File: src/rtl/lcb_pkg.sv
package lcb_pkg;

    typedef enum logic [1:0] {
        LC_RAM_RO  = 2'b00,
        LC_ROM_WR  = 2'b01,
        LC_ROM_RO  = 2'b10,
        LC_RAM_RW  = 2'b11
    } lc_mode_e;

    typedef struct packed {
        logic     bank1;
        lc_mode_e mode;
    } lc_state_t;

    typedef struct packed {
        logic hit;
        logic rd_rom;
        logic wr_en;
        logic aux;
    } lc_steer_t;

    localparam lc_state_t LC_RESET_STATE = '{bank1: 1'b0, mode: LC_RAM_RO};

    // Bits 3, 1 and 0 of the switch address form the state; bit 2 is dropped.
    function automatic lc_state_t lc_capture(input logic [3:0] low);
        lc_state_t s;
        s.bank1 = low[3];
        s.mode  = lc_mode_e'(low[1:0]);
        return s;
    endfunction

    function automatic logic lc_reads_rom(input lc_mode_e m);
        return m[1] ^ m[0];
    endfunction

    function automatic logic lc_writes_ok(input lc_mode_e m);
        return m[0];
    endfunction

endpackage

File: src/rtl/lcb_switch_reg.sv
module lcb_switch_reg
    import lcb_pkg::*;
#(
    parameter int ADDR_W    = 16,
    parameter int SW_SPAN_W = 4,
    parameter logic [ADDR_W-1:0] SW_BASE = 16'hC080
) (
    input  logic              clk,
    input  logic              rst,
    input  logic              cpu_valid,
    input  logic [ADDR_W-1:0] cpu_addr,
    output lc_state_t         state
);
    localparam int TAG_W = ADDR_W - SW_SPAN_W;
    localparam logic [TAG_W-1:0] SW_TAG = SW_BASE[ADDR_W-1:SW_SPAN_W];

    logic sw_hit;
    assign sw_hit = cpu_valid && (cpu_addr[ADDR_W-1:SW_SPAN_W] == SW_TAG);

    always_ff @(posedge clk) begin
        if (rst)
            state <= LC_RESET_STATE;
        else if (sw_hit)
            state <= lc_capture(cpu_addr[3:0]);
    end
endmodule

File: src/rtl/lcb_mapper.sv
module lcb_mapper
    import lcb_pkg::*;
#(
    parameter int ADDR_W = 16,
    parameter logic [ADDR_W-1:0] REGION_BASE = 16'hD000,
    parameter logic [ADDR_W-1:0] BANKED_SIZE = 16'h1000,
    parameter logic [ADDR_W-1:0] BANK1_PHYS  = 16'hC000
) (
    input  lc_state_t         state,
    input  logic              cpu_valid,
    input  logic              cpu_we,
    input  logic [ADDR_W-1:0] cpu_addr,
    input  logic              alt_sel,
    output lc_steer_t         steer,
    output logic [ADDR_W-1:0] ram_offset
);
    localparam logic [ADDR_W-1:0] BANKED_END = REGION_BASE + BANKED_SIZE;
    localparam logic [ADDR_W-1:0] RELOC      = REGION_BASE - BANK1_PHYS;

    logic in_banked;

    always_comb begin
        steer.hit    = (cpu_addr >= REGION_BASE);
        in_banked    = steer.hit && (cpu_addr < BANKED_END);
        steer.rd_rom = steer.hit && lc_reads_rom(state.mode);
        steer.wr_en  = steer.hit && cpu_valid && cpu_we && lc_writes_ok(state.mode);
        steer.aux    = steer.hit && alt_sel;
        ram_offset   = (in_banked && state.bank1) ? (cpu_addr - RELOC) : cpu_addr;
    end
endmodule

File: src/rtl/lcb_status.sv
module lcb_status
    import lcb_pkg::*;
(
    input  lc_state_t state,
    output logic      stat_bank2,
    output logic      stat_rd_ram
);
    always_comb begin
        stat_bank2  = ~state.bank1;
        stat_rd_ram = ~lc_reads_rom(state.mode);
    end
endmodule

File: src/rtl/lc_bank_ctrl.sv
module lc_bank_ctrl
    import lcb_pkg::*;
#(
    parameter int ADDR_W    = 16,
    parameter int SW_SPAN_W = 4,
    parameter logic [ADDR_W-1:0] SW_BASE     = 16'hC080,
    parameter logic [ADDR_W-1:0] REGION_BASE = 16'hD000,
    parameter logic [ADDR_W-1:0] BANKED_SIZE = 16'h1000,
    parameter logic [ADDR_W-1:0] BANK1_PHYS  = 16'hC000
) (
    input  logic              clk,
    input  logic              rst,
    input  logic              cpu_valid,
    input  logic              cpu_we,
    input  logic [ADDR_W-1:0] cpu_addr,
    input  logic              alt_sel,
    output logic              in_region,
    output logic              rd_from_rom,
    output logic              wr_en,
    output logic [ADDR_W-1:0] ram_offset,
    output logic              use_aux,
    output logic              stat_bank2,
    output logic              stat_rd_ram
);
    lc_state_t state;
    lc_steer_t steer;

    lcb_switch_reg #(
        .ADDR_W(ADDR_W), .SW_SPAN_W(SW_SPAN_W), .SW_BASE(SW_BASE)
    ) u_sw (
        .clk(clk), .rst(rst), .cpu_valid(cpu_valid),
        .cpu_addr(cpu_addr), .state(state)
    );

    lcb_mapper #(
        .ADDR_W(ADDR_W), .REGION_BASE(REGION_BASE),
        .BANKED_SIZE(BANKED_SIZE), .BANK1_PHYS(BANK1_PHYS)
    ) u_map (
        .state(state), .cpu_valid(cpu_valid), .cpu_we(cpu_we),
        .cpu_addr(cpu_addr), .alt_sel(alt_sel),
        .steer(steer), .ram_offset(ram_offset)
    );

    lcb_status u_stat (
        .state(state), .stat_bank2(stat_bank2), .stat_rd_ram(stat_rd_ram)
    );

    assign in_region   = steer.hit;
    assign rd_from_rom = steer.rd_rom;
    assign wr_en       = steer.wr_en;
    assign use_aux     = steer.aux;
endmodule

File: config.mk
export PLATFORM = sky130hd
export DESIGN_NAME = lc_bank_ctrl
export DESIGN_NICKNAME = d
export VERILOG_FILES = /design/src/rtl/lcb_pkg.sv /design/src/rtl/lcb_switch_reg.sv /design/src/rtl/lcb_mapper.sv /design/src/rtl/lcb_status.sv /design/src/rtl/lc_bank_ctrl.sv
export SDC_FILE = /design/constraint.sdc
export NUM_CORES = 1
export LEC_CHECK = 0
export BUFFER_PORTS_ARGS = -buffer_cell sky130_fd_sc_hd__buf_2
export CORE_AREA = 2 2 39 41
export CTS_CLUSTER_DIAMETER = 40
export DETAILED_ROUTE_END_ITERATION = 6
export DIE_AREA = 0 0 41 43
export PLACE_DENSITY = 0.76
export SKIP_CTS_REPAIR_TIMING = 1
export SLEW_MARGIN = 0
export SYNTH_ARGS = -nofsm -noshare
export SYNTH_HDL_FRONTEND = slang
export SYNTH_SLANG_ARGS = --single-unit
File: constraint.sdc
create_clock -name clk -period 2.1 [get_ports clk]
set_input_delay 0.42 -clock clk [delete_from_list [all_inputs] [get_ports clk]]
set_output_delay 0.42 -clock clk [all_outputs]
set_load 0.05 [all_outputs]
---- Yosys cells after proc, flatten, opt, wreduce, memory -nomap -nowiden ----
Index checks and enable logic that the tools add are counted.
cells by class
  add/sub/neg operators ................... 1
  $lt $le $gt $ge ......................... 2
  eq/ne operators ......................... 1
  multiplexer cells ....................... 1
  bitwise logic cells ..................... 3
  reductions and logical operators ........ 8
operators by type and width
  kind                                                                    count
  16-bit greater-or-equal comparator (second input constant)              1
  16-bit < comparator (second input constant)                             1
  16-bit 2-to-1 mux                                                       1
  16-bit by 13-bit subtractor with 16-bit output (second input constant)  1
  12-bit equality test (second input constant)                            1
  1-bit logical AND                                                       8
  1-bit NOT                                                               2
  1-bit XOR                                                               1
storage, ports and cells
  bits in registers ....................... 3
  input port bits ......................... 21

---- Logic depth before layout (Yosys ltp) ----
  word-level depth ........................ 4
  gate-level depth with buffers ........... 6

---- Cells and area by module ----
A second synthesis with hierarchy kept.
unflattened totals
  cells, all modules ...................... 57
  area total of the unflattened synthesis .. 479.2 um2
modules (own cells, without submodules)
  module          instances  cells an instance  area each (um2)  sequential area each (um2)
  lcb_mapper      1          37                 290.3            0.0
  lcb_switch_reg  1          18                 176.4            60.1
  lcb_status      1          2                  12.5             0.0

---- Worst setup path before layout ----
No wires, ideal clock.
  path kind ............................... input to output
  from .................................... input cpu_addr[13]
  to ...................................... output ram_offset[14]
  data arrival time ....................... 2511 ps
  path slack .............................. -831 ps
  stages .................................. 6
  buffers on the path ..................... 0
  cells stage by stage .................... inv_1 ha_1 nor4b_2 nand4_1 nand2_1 a21boi_0
between the ends
  word-level cells in the longest chain between the ends .. 4
  elaborated cells between the ends (all ways) .. 6
ends and longest elaborated chain
  what                                RTL line            text
  start: declaration                  lc_bank_ctrl.sv:15  input logic [ADDR_W-1:0] cpu_addr,
  16-bit greater-or-equal comparator  lcb_mapper.sv:23    steer.hit = (cpu_addr >= REGION_BASE);
  via in_region                       lc_bank_ctrl.sv:17  output logic in_region,
  1-bit logical AND                   lcb_mapper.sv:24    in_banked = steer.hit && (cpu_addr < BANKED_END);
  1-bit logical AND                   lcb_mapper.sv:28    ram_offset = (in_banked && state.bank1) ? (cpu_addr - RELOC) : cpu_addr;
  16-bit 2-to-1 mux                   lcb_mapper.sv:28
  end: declaration                    lc_bank_ctrl.sv:20  output logic [ADDR_W-1:0] ram_offset,
The timed path passes the listed nets, and every way through them passes these cells.

---- Final worst setup path ----
  from .................................... input cpu_addr[13]
  to ...................................... output ram_offset[13]
between the ends
  word-level cells in the longest chain between the ends .. 4
  elaborated cells between the ends (all ways) .. 6
ends and longest elaborated chain
  what                                                                       RTL line
  16-bit greater-or-equal comparator or 16-bit < comparator (tied branches)  lcb_mapper.sv:23, lcb_mapper.sv:24
  1-bit logical AND                                                          lcb_mapper.sv:24
  1-bit logical AND                                                          lcb_mapper.sv:28
  16-bit 2-to-1 mux *                                                        lcb_mapper.sv:28
Mark *: on every way between the ends. The rest lies on a longest branch, timed or not.

==> results.json <==
{
  "async_flop_share_pct": 0,
  "fin_cells": 111,
  "ys_seq_area_share_pct": 14.91,
  "fin_ws_ps": -15.80,
  "rr_endpoint": "u_sw.state[2]$_SDFFE_PP0P_",
  "reg_top3": "u_sw.state x3",
  "synth-main-ff-cell": "dfxtp_1",
  "slew_violations": 0,
  "die_x_um": 41,
  "remaining_drc_errors": 0,
  "io_pins": 43,
  "first_pass_iters": 4,
  "final_hold_viol_count": 0,
  "fin_crit_ps": 2116,
  "dp.cells": 106,
  "netlist_area_um2": 402.9,
  "yosys.area.top_type": "buf_4",
  "start_util_pct": 29.11,
  "worst_skew_pair.late_latency_ps": 240,
  "synth_common_cells": "12 x buf_4, 4 x nand2_1, 4 x nor2_1",
  "outcome": "finished, violations left",
  "drive_gt1_share_pct": 71.58,
  "rr_worst_depth": 2,
  "top_register": "u_sw.state",
  "avgViaCountPerCell": 4.523,
  "synth.avg_cell_area_um2": 7.900,
  "relSlewSlack_pct": 83.16,
  "min_from": "rst",
  "end_kind": "output pin",
  "yosys_warnings": 0,
  "area_growth_syn_to_layout_pct": 87.58,
  "p_leak_nw": 0.3987,
  "cts_inserted_buffers": 3,
  "grt_usage_pct": 14.23,
  "r2r-start": "u_sw.state[2]$_SDFFE_PP0P_",
  "numPortBuffers": 42,
  "setup_tns_ps": -17.58,
  "final_util_pct": 54.61,
  "violations": "setup timing",
  "rsz0062_at_grt": "yes",
  "dp_hpwl_um": 1014,
  "overflow": 0,
  "reg2reg_slack_ps": 1470,
  "largest_reg_flops": 3,
  "crit_arrival_ps": 1700,
  "path_max_fanout": 4,
  "cap_violations": 0,
  "gp_congestion": 0.6826,
  "synth_cells": 51,
  "worst_setup_path_start_kind": "input port",
  "ys_top_cells_by_area": "buf_4 22%, dfxtp_1 15%, ha_1 9.3%",
  "syn-num-nets": 75,
  "nets": 120,
  "power_density_nw_per_um2": 417.5,
  "ys_seq_elements": 3,
  "cts_buffer_depth": 2,
  "fp.dieArea_um2": 1763,
  "yosysMostFrequentCell": "buf_4",
  "tritoncts": "done",
  "ant_nets": 0,
  "grt_pass1_wl_um": 1697,
  "grt_pass1_vias": 428,
  "fin_crit_sh_pct": 100.8,
  "core_area_um2": 1384,
  "pre_cts_ws_ps": -187.0,
  "grt_max_degree": 5,
  "routed-via-count": 502,
  "routed_wl_um": 1236,
  "hold_depth": 2,
  "rows": 14,
  "setup.worst_path.class": "in -> out",
  "hp-class": "in -> reg",
  "max_freq_ghz": 0.4726,
  "die_h_um": 43,
  "hold_path_end": "u_sw.state[0]$_SDFFE_PP0P_",
  "vdd_ir_drop_max_mv": 0.3065,
  "antenna_found_initial": 0,
  "yosysUniqueCellTypes": 22,
  "required_ps": 1680,
  "setup_viol": 2,
  "worst_hold_slack_ps": 377.9,
  "synth_edf_count": 0,
  "synth_top_area_share_pct": 22.36,
  "antennaDiodeCount": 0,
  "worstMarginPinSlew_ps": 250.7,
  "wire_per_inst_um": 11.14,
  "drt-initial-drc-count": 8,
  "clock-sinks": 3,
  "skew_ps": 0,
  "clkTransAtPathRegs_ps": 40,
  "root_buffer": "clkbuf_4",
  "startpoint": "cpu_addr[13]",
  "htreeDepth": 1
}
routing by layer:
layer  track usage [%]  up-vias  routed length [um]  part of all wire, %
li1                  -      251                   -                    -
met1             16.61      218                 432                   35
met5                 0        -                   0                    0
met3             6.283        0                 143                   12
met2             23.44       33                 661                   53
met4             2.000        0                   0                    0
report_power, final:
group          switching, mW  internal (mW)
logic                 0.0988         0.0539
registers         0.00000527         0.0572
clock network         0.0341         0.0715
metrics by stage:
stage               instance area [um2]  power (mW)
detailed placement                635.6      0.1958
finish                            755.7      0.3155
global route                      755.7      0.3320
global placement                  635.6      0.1940
CTS                               661.9      0.3035
floorplan                         424.2      0.1563
worst max path at each step:
stage / to / slack, ps / cells past startpoint
2_1_floorplan: ram_offset[14] / -70 / 6
3_3_place_gp: ram_offset[12] / -90 / 8
3_5_place_dp: ram_offset[12] / -190 / 8
4_1_cts: ram_offset[12] / -220 / 8
5_1_grt: ram_offset[13] / -100 / 8
6_report: ram_offset[13] / -20 / 8
cell type report:
type	instances	area (um2)
inverters	3	16.27
well taps	16	20.02
clock buffers	4	26.28
flip-flops and latches	3	60.06
multi-input cells	32	286.5
repair buffers	53	346.6
fillers	134	628.1
logic make-up after synthesis:
family / share of synthesized area, %
xor gates and xnor gates: 4.349
DFF: 14.91
and+or+nand+nor: 30.12
AOI/OAI and AO/OA: 7.764
adders and majority gates: 9.318
buffers and inverters: 26.09
muxes: 7.454
cells in the final DEF, fill, tap and decap left out:
| cell | Yosys | layout |
|---|---|---|
| buf_2 | 0 | 34 |
| buf_4 | 12 | 13 |
| nor2_1 | 4 | 4 |
| mux2i_1 | 3 | 3 |
| clkbuf_4 | 0 | 3 |
| buf_8 | 0 | 3 |
| buf_6 | 0 | 3 |
| dfxtp_1 | 3 | 3 |
| inv_1 | 3 | 2 |
| nand4_1 | 2 | 2 |
| nand2_1 | 4 | 2 |
| a21oi_2 | 0 | 2 |
| nand2_2 | 0 | 2 |
| ha_1 | 3 | 2 |
| inv_6 | 0 | 1 |
| nand3b_1 | 1 | 1 |
| nor3_1 | 1 | 1 |
| nor4b_4 | 0 | 1 |
| and4bb_1 | 1 | 1 |
| nor4_2 | 1 | 1 |
| nand3_1 | 1 | 1 |
| xnor2_2 | 0 | 1 |
| a21oi_1 | 3 | 1 |
| a21boi_2 | 0 | 1 |
| a211o_1 | 1 | 1 |
| xnor2_1 | 2 | 1 |
| and4_4 | 0 | 1 |
| and2_2 | 0 | 1 |
| and3_1 | 1 | 1 |
| ha_4 | 0 | 1 |
| clkbuf_1 | 1 | 1 |
worst max-delay path, stage by stage:
cell and delay, ps:
buf_8 100, inv_6 50, ha_4 120, nor4b_4 180
nand4_1 260, a211o_1 340, nand2_2 70, buf_8 140
No activity file was read; power rests on OpenSTA's default activity.
